==> src/rtl/nand_cmd_pkg.sv <==
package nand_cmd_pkg;

    typedef enum logic [2:0] {
        OP_READ   = 3'd0,
        OP_PROG   = 3'd1,
        OP_ERASE  = 3'd2,
        OP_COPY   = 3'd3,
        OP_STAT   = 3'd4,
        OP_MSTAT  = 3'd5,
        OP_ID     = 3'd6,
        OP_RESET  = 3'd7
    } op_e;

    typedef enum logic [1:0] {
        AREA_LO    = 2'd0,
        AREA_HI    = 2'd1,
        AREA_SPARE = 2'd2
    } area_e;

    typedef enum logic [3:0] {
        CMD_RD_LO, CMD_RD_HI, CMD_RD_SP, CMD_RD_CB,
        CMD_PROG, CMD_COPY, CMD_ERASE,
        CMD_CONF_T, CMD_CONF_D, CMD_CONF_E,
        CMD_STAT, CMD_MSTAT, CMD_ID, CMD_RST, CMD_BAD
    } cmd_e;

    typedef enum logic [2:0] {
        ST_IDLE, ST_RADDR, ST_PADDR, ST_PDATA,
        ST_CADDR, ST_CWAIT, ST_EADDR, ST_EWAIT
    } st_e;

endpackage

==> src/rtl/nand_bus_sampler.sv <==
module nand_bus_sampler (
    input  logic clk,
    input  logic rst_n,
    input  logic ce_n,
    input  logic we_n,
    input  logic cle,
    input  logic ale,
    output logic cyc_cmd,
    output logic cyc_addr
);
    typedef struct packed {
        logic we_prev;
    } smp_t;

    smp_t s_d, s_q;
    logic edge_ok;

    // Data cycles (both latch lines low) carry no control meaning here.
    always_comb begin
        s_d         = s_q;
        s_d.we_prev = we_n;
        edge_ok     = !ce_n && we_n && !s_q.we_prev;
        cyc_cmd     = edge_ok && cle && !ale;
        cyc_addr    = edge_ok && ale && !cle;
    end

    always_ff @(posedge clk or negedge rst_n) begin
        if (!rst_n) s_q <= '{we_prev: 1'b1};
        else        s_q <= s_d;
    end

    AST_CYCLE_SPACED: assert property (@(posedge clk) disable iff (!rst_n)
        (cyc_cmd || cyc_addr) |=> !(cyc_cmd || cyc_addr));

endmodule

==> src/rtl/nand_cmd_lookup.sv <==
module nand_cmd_lookup
    import nand_cmd_pkg::*;
(
    input  logic [7:0] code,
    output cmd_e       cls
);
    always_comb begin
        case (code)
            8'h00:   cls = CMD_RD_LO;
            8'h01:   cls = CMD_RD_HI;
            8'h50:   cls = CMD_RD_SP;
            8'h03:   cls = CMD_RD_CB;
            8'h80:   cls = CMD_PROG;
            8'h8A:   cls = CMD_COPY;
            8'h60:   cls = CMD_ERASE;
            8'h10:   cls = CMD_CONF_T;
            8'h11:   cls = CMD_CONF_D;
            8'hD0:   cls = CMD_CONF_E;
            8'h70:   cls = CMD_STAT;
            8'h71:   cls = CMD_MSTAT;
            8'h90:   cls = CMD_ID;
            8'hFF:   cls = CMD_RST;
            default: cls = CMD_BAD;
        endcase
    end
endmodule

==> src/rtl/nand_cmd_front.sv <==
module nand_cmd_front
    import nand_cmd_pkg::*;
#(
    parameter int COL_W   = 8,
    parameter int SPARE_W = 4,
    parameter int ROW_W   = 18
) (
    input  logic                 clk,
    input  logic                 rst_n,
    input  logic                 ce_n,
    input  logic                 we_n,
    input  logic                 cle,
    input  logic                 ale,
    input  logic [7:0]           io,
    input  logic                 busy,
    output logic                 op_valid,
    output logic [2:0]           op_kind,
    output logic                 op_final,
    output logic [COL_W+1:0]     op_col,
    output logic [ROW_W-1:0]     op_row,
    output logic [1:0]           area_ptr,
    output logic                 cmd_err
);
    localparam int CW         = COL_W + 2;
    localparam int HALF       = 1 << COL_W;
    localparam int SPARE_BASE = 2 * HALF;
    localparam int SPARE_LAST = SPARE_BASE + (1 << SPARE_W) - 1;

    typedef struct packed {
        st_e              st;
        logic [1:0]       acnt;
        logic [COL_W-1:0] col;
        logic [ROW_W-1:0] row;
        area_e            area;
        logic             op_valid;
        op_e              op_kind;
        logic             op_final;
        logic [CW-1:0]    op_col;
        logic [ROW_W-1:0] op_row;
        logic             err;
    } fr_t;

    fr_t  f_d, f_q;
    logic cyc_cmd, cyc_addr;
    cmd_e cls;
    logic [ROW_W-1:0] row_n;

    nand_bus_sampler u_smp (
        .clk(clk), .rst_n(rst_n), .ce_n(ce_n), .we_n(we_n),
        .cle(cle), .ale(ale), .cyc_cmd(cyc_cmd), .cyc_addr(cyc_addr)
    );

    nand_cmd_lookup u_lut (.code(io), .cls(cls));

    function automatic logic [CW-1:0] eff_col(area_e a, logic [COL_W-1:0] c);
        logic [CW-1:0] r;
        r = '0;
        case (a)
            AREA_HI:    r = {2'b01, c};
            AREA_SPARE: r = CW'(SPARE_BASE) + CW'(c[SPARE_W-1:0]);
            default:    r = {2'b00, c};
        endcase
        return r;
    endfunction

    function automatic logic [ROW_W-1:0] put_row(logic [ROW_W-1:0] r,
                                                 int slot, logic [7:0] b);
        logic [ROW_W-1:0] t;
        t = r;
        for (int i = 0; i < ROW_W; i++)
            if (i / 8 == slot) t[i] = b[i % 8];
        return t;
    endfunction

    always_comb begin
        f_d          = f_q;
        f_d.op_valid = 1'b0;
        f_d.err      = 1'b0;
        row_n        = f_q.row;
        if (cyc_cmd) begin
            if (busy && !(cls inside {CMD_STAT, CMD_MSTAT, CMD_RST})) begin
                f_d.err = 1'b1;
                f_d.st  = ST_IDLE;
            end else begin
                case (cls)
                    CMD_RD_LO, CMD_RD_CB: begin
                        f_d.area = AREA_LO; f_d.st = ST_RADDR; f_d.acnt = '0;
                    end
                    CMD_RD_HI: begin
                        f_d.area = AREA_HI; f_d.st = ST_RADDR; f_d.acnt = '0;
                    end
                    CMD_RD_SP: begin
                        f_d.area = AREA_SPARE; f_d.st = ST_RADDR; f_d.acnt = '0;
                    end
                    CMD_PROG: begin f_d.st = ST_PADDR; f_d.acnt = '0; end
                    CMD_COPY: begin f_d.st = ST_CADDR; f_d.acnt = '0; end
                    CMD_ERASE: begin
                        if (f_q.st == ST_EWAIT) begin
                            f_d.op_valid = 1'b1; f_d.op_kind = OP_ERASE;
                            f_d.op_final = 1'b0; f_d.op_col = '0;
                            f_d.op_row = f_q.row;
                        end
                        f_d.st = ST_EADDR; f_d.acnt = '0;
                    end
                    CMD_CONF_T, CMD_CONF_D: begin
                        if (f_q.st == ST_PDATA || f_q.st == ST_CWAIT) begin
                            f_d.op_valid = 1'b1;
                            f_d.op_kind  = (f_q.st == ST_PDATA) ? OP_PROG : OP_COPY;
                            f_d.op_final = (cls == CMD_CONF_T);
                            f_d.op_col   = eff_col(f_q.area, f_q.col);
                            f_d.op_row   = f_q.row;
                            if (f_q.area == AREA_HI) f_d.area = AREA_LO;
                        end else begin
                            f_d.err = 1'b1;
                        end
                        f_d.st = ST_IDLE;
                    end
                    CMD_CONF_E: begin
                        if (f_q.st == ST_EWAIT) begin
                            f_d.op_valid = 1'b1; f_d.op_kind = OP_ERASE;
                            f_d.op_final = 1'b1; f_d.op_col = '0;
                            f_d.op_row = f_q.row;
                        end else begin
                            f_d.err = 1'b1;
                        end
                        f_d.st = ST_IDLE;
                    end
                    CMD_STAT: begin f_d.op_valid = 1'b1; f_d.op_kind = OP_STAT; end
                    CMD_MSTAT: begin f_d.op_valid = 1'b1; f_d.op_kind = OP_MSTAT; end
                    CMD_ID: begin
                        f_d.op_valid = 1'b1; f_d.op_kind = OP_ID; f_d.st = ST_IDLE;
                    end
                    CMD_RST: begin
                        f_d.op_valid = 1'b1; f_d.op_kind = OP_RESET;
                        f_d.st = ST_IDLE; f_d.area = AREA_LO;
                    end
                    default: begin f_d.err = 1'b1; f_d.st = ST_IDLE; end
                endcase
            end
        end else if (cyc_addr && !busy) begin
            case (f_q.st)
                ST_RADDR, ST_PADDR, ST_CADDR: begin
                    if (f_q.acnt == 2'd0) f_d.col = io;
                    else row_n = put_row(f_q.row, int'(f_q.acnt) - 1, io);
                    f_d.row = row_n;
                    if (f_q.acnt == 2'd3) begin
                        if (f_q.st == ST_RADDR) begin
                            f_d.op_valid = 1'b1; f_d.op_kind = OP_READ;
                            f_d.op_final = 1'b1;
                            f_d.op_col   = eff_col(f_q.area, f_q.col);
                            f_d.op_row   = row_n;
                            if (f_q.area == AREA_HI) f_d.area = AREA_LO;
                            f_d.st = ST_IDLE;
                        end else begin
                            f_d.st = (f_q.st == ST_PADDR) ? ST_PDATA : ST_CWAIT;
                        end
                    end else begin
                        f_d.acnt = f_q.acnt + 2'd1;
                    end
                end
                ST_EADDR: begin
                    row_n   = put_row(f_q.row, int'(f_q.acnt), io);
                    f_d.row = row_n;
                    if (f_q.acnt == 2'd2) f_d.st = ST_EWAIT;
                    else                  f_d.acnt = f_q.acnt + 2'd1;
                end
                default: ;
            endcase
        end
    end

    always_ff @(posedge clk or negedge rst_n) begin
        if (!rst_n) f_q <= '0;
        else        f_q <= f_d;
    end

    assign op_valid = f_q.op_valid;
    assign op_kind  = f_q.op_kind;
    assign op_final = f_q.op_final;
    assign op_col   = f_q.op_col;
    assign op_row   = f_q.op_row;
    assign area_ptr = f_q.area;
    assign cmd_err  = f_q.err;

    AST_STROBE_PULSE: assert property (@(posedge clk) disable iff (!rst_n)
        op_valid |=> !op_valid);
    AST_ERR_EXCLUSIVE: assert property (@(posedge clk) disable iff (!rst_n)
        cmd_err |-> !op_valid);
    AST_BUSY_GATE: assert property (@(posedge clk) disable iff (!rst_n)
        (op_valid && $past(busy)) |-> (op_kind inside {3'd4, 3'd5, 3'd7}));
    AST_SPARE_WINDOW: assert property (@(posedge clk) disable iff (!rst_n)
        (op_valid && op_kind == 3'd0 && area_ptr == 2'd2)
        |-> (int'(op_col) >= SPARE_BASE && int'(op_col) <= SPARE_LAST));
    AST_HI_FALLBACK: assert property (@(posedge clk) disable iff (!rst_n)
        (op_valid && op_kind == 3'd0 && int'(op_col) >= HALF
         && int'(op_col) < SPARE_BASE) |-> area_ptr == 2'd0);
    AST_ERASE_NO_COL: assert property (@(posedge clk) disable iff (!rst_n)
        (op_valid && op_kind == 3'd2) |-> op_col == '0);

endmodule

==> config.mk <==
export PLATFORM = sky130hd
export DESIGN_NAME = nand_cmd_front
export DESIGN_NICKNAME = d
export VERILOG_FILES = /design/src/rtl/nand_cmd_pkg.sv /design/src/rtl/nand_bus_sampler.sv /design/src/rtl/nand_cmd_lookup.sv /design/src/rtl/nand_cmd_front.sv
export SDC_FILE = /design/constraint.sdc
export NUM_CORES = 1
export LEC_CHECK = 0
export ABC_AREA = 1
export CAP_MARGIN = 20
export CORE_AREA = 2 2 113 115
export DETAILED_ROUTE_END_ITERATION = 8
export DIE_AREA = 0 0 115 117
export GPL_TIMING_DRIVEN = 0
export SYNTH_ARGS = -nofsm -noshare
export SYNTH_HDL_FRONTEND = slang
export SYNTH_SLANG_ARGS = --single-unit
export TNS_END_PERCENT = 10
==> constraint.sdc <==
create_clock -name clk -period 5.9 [get_ports clk]
set_input_delay 1.475 -clock clk [delete_from_list [all_inputs] [get_ports clk]]
set_output_delay 1.475 -clock clk [all_outputs]
set_load 0.05 [all_outputs]
==> impl_metrics.yaml <==
sta:
  tightest_slew_ns: 0.674
  maxSlewHeadroom: 0.547
  fmax_mhz: 262
  skew_ns: 0.00723
  drv_slew: 0
  hold_ws_ns: 0.484
  hold_viol_final: 0
  finalSetupViolations: 0
  rsz0062_at_grt: "false"
  min_period_over_period: 0.647
  tns_ns: 0
  finalCriticalPeriod_ns: 3.82
  worst_slack_ns: 2.08
cts:
  clk_pin_slew_worst_paths_ns: 0.05
  numCtsBuffers: 9
  clk_path_buf_depth: 2
  post-cts-setup-buffers: 0
  cts_root_buf: "clkbuf_16"
  ctsResizeCount: 0
  hold_buffers: 0
  ctsHtreeMaxLevel: 3
  worst_skew_pair.late_latency_ns: 0.34
  cts.sinks: 68
  cts_tree: "built"
synthesis:
  ys_ff_latch: 68
  synth-async-reset-ratio: 1.00
  syn-instance-count: 760
  ys_seq_area_frac: 0.318
  syn_area_per_cell_um2: 7.05
  yosys_warnings: 0
  syn-num-nets: 784
  synth_cell_type_count: 44
  synth_ff_type: "dfrtp_1"
  synthesis.area_um2: 5360
  synth_edf_count: 0
route:
  drtIter0Drc: 434
  detail-route-antenna-nets: 0
  routed_wirelength_um: 16800
  viasPerCell: 5.42
  drc: 0
  dr.pass1.iters: 5
  wl_per_cell_um: 17.3
  dr_total_vias: 5280
grt:
  grt_pass1_wl_um: 26700
  grt_pass1_vias: 4964
  grt_max_degree: 47
  grt_use_total: 0.261
  antenna_found_initial: 0
  grt_overflow_total: 0
power_and_ir_drop:
  vdd_ir_drop_max_uv: 139
  power_density_nw_per_um2: 280
  finalPower_w: 0.00178
  leakagePower_nw: 2.85
worst_setup_path:
  cp.required_ns: 6.13
  slowest_stage: "clkdlybuf4s50_1"
  worst-path-max-fanout: 10
  crit_chain: "clkdlybuf4s50_1 -> inv_2 -> nand2_4 -> nor2_8 -> nand2_4 -> inv_1 -> nor2_4 -> clkbuf_1 -> o21ai_0 -> nand3_1 -> o21ai_0 -> nand3_1 -> nand2_1"
  max_stage_delay_ns: 0.78
  crit_type: "input pin to register"
  crit_path_start_kind: "input pin"
  cp.arrival_ns: 4.05
  reg2reg_depth: 10
  worst_setup_path_end_kind: "register"
status:
  status: "complete, no violations"
die:
  die-area_um2: 13500
  coreArea_um2: 12300
  initial_utilization: 0.435
  die_h_um: 117
  die_w_um: 115
  rows: 41
  ios: 51
layout:
  final_util: 0.517
  ff_latch_area_um2: 1700
  areaGrowthSynthToFinish_pct: 18.8
  diodes: 0
  nNetsFinal: 843
  multiInputGateArea_um2: 2830
  drive_gt1_frac: 0.152
  nFillCells: 1246
place:
  post-place-ws_ns: 1.83
  port-buffer-count: 47
  dpl.hpwl_um: 12800
  gp_congestion: 0.904
min_path:
  hold_class: "register to register"
  min_path_cells: 2
run:
  maxCapViolCount: 0
[metrics by stage]
stage | area, um2 | std cells
finish | 6370 | 974
global placement | 6020 | 957
detailed placement | 6040 | 958
global route | 6370 | 974
CTS | 6370 | 974
floorplan | 5360 | 760
[critical path, delay by kind of cell]
kind,cells,cell delay [ns]
compound gates,2,0.30
buf+inv,4,1.45
simple gates,7,0.83
[area by class of cell]
class,count,area share
multi-input combinational,523,0.444
sequential,68,0.267
timing repair buffer,48,0.0778
buffer,74,0.0741
inverter,95,0.0560
clock buffer,10,0.0375
tap,150,0.0295
clock inverter,6,0.0137
[cell families after synthesis]
| family | synth area share |
|---|---|
| AOI/OAI and AO/OA | 0.219 |
| and+or+nand+nor | 0.287 |
| DFF | 0.318 |
| adders and majority gates | 0.0210 |
| buffers and inverters | 0.155 |
[sequential cells by signal, indices dropped and copies added (netlist names)]
| signal | flops |
|---|---|
| op_kind | 3 |
| area_ptr | 2 |
| op_row | 18 |
| op_col | 10 |
| u_smp.s_q | 1 |
| cmd_err | 1 |
| op_final | 1 |
| op_valid | 1 |
| f_q | 31 |
[cells in the mapped netlist, types with 2 or more instances]
| master | number | area share |
|---|---|---|
| nand2_1 | 161 | 0.11 |
| o21ai_0 | 94 | 0.088 |
| inv_1 | 81 | 0.057 |
| nand3_1 | 72 | 0.067 |
| dfrtp_1 | 67 | 0.31 |
| nor2_1 | 35 | 0.025 |
| buf_4 | 33 | 0.046 |
| clkbuf_1 | 27 | 0.019 |
| o21bai_1 | 22 | 0.031 |
| nor3_1 | 19 | 0.018 |
| o311ai_0 | 16 | 0.026 |
| o21ai_1 | 13 | 0.012 |
| a21oi_1 | 12 | 0.011 |
| inv_2 | 11 | 0.0077 |
| nand2_2 | 10 | 0.012 |
| o21bai_2 | 10 | 0.021 |
| ha_1 | 9 | 0.021 |
| buf_2 | 7 | 0.0065 |
| o211ai_1 | 7 | 0.0098 |
| buf_6 | 6 | 0.013 |
| nor2_2 | 5 | 0.0058 |
| a31oi_1 | 4 | 0.0047 |
| nand2_4 | 4 | 0.0084 |
| nand3_2 | 4 | 0.0075 |
| a21oi_2 | 3 | 0.0049 |
| clkinv_1 | 3 | 0.0021 |
| nor2_4 | 3 | 0.0063 |
| or2_2 | 3 | 0.0035 |
| a22oi_1 | 2 | 0.0028 |
| nand4_1 | 2 | 0.0023 |
| o311ai_1 | 2 | 0.0033 |
[layout by cell type (no fill, tap or decap), types with 4 or more instances in the layout]
master           count
a21oi_1             12
o21ai_1             13
inv_1               81
buf_2                7
clkbuf_1            27
o21ai_0             94
a31oi_1              4
buf_4               34
nand3_2              4
nor2_1              35
o311ai_0            16
o21bai_2            10
nor3_1              19
clkbuf_16            9
nand2_1            161
nand3_1             72
ha_1                 9
buf_6                6
inv_2               11
nor2_2               5
o211ai_1             7
clkdlybuf4s50_1     46
nand2_2             10
nand2_4              4
o21bai_1            22
dfrtp_1             67
[report_power, final]
part           internal [W]  total, W  switching [W]
combinational      0.000188  0.000586       0.000399
clock              0.000381  0.000596       0.000214
sequential         0.000549  0.000600      0.0000507
total               0.00112   0.00178       0.000664
[routing by layer]
layer,vias to the layer above,share of wire,track usage
li1,2612,-,-
met2,185,0.43,0.383
met3,32,0.058,0.0366
met4,0,0.023,0.104
met1,2451,0.49,0.386
met5,-,0,0
[final timing paths]
path                                     start                 endpoint  slack [ns]
max                                      io[1]   op_row[17]$_DFFE_PN0P_        2.08
min reg2reg                f_q[55]$_DFFE_PN0P_    op_col[1]$_DFFE_PN0P_        0.48
max reg2reg                u_smp.s_q$_DFF_PN1_    op_col[2]$_DFFE_PN0P_        3.32
max in group asynchronous                rst_n   op_row[14]$_DFFE_PN0P_        4.32
min in group asynchronous                rst_n  area_ptr[0]$_DFFE_PN0P_        1.03
min                        f_q[55]$_DFFE_PN0P_    op_col[1]$_DFFE_PN0P_        0.48
Power figures use the tool's default switching activity.
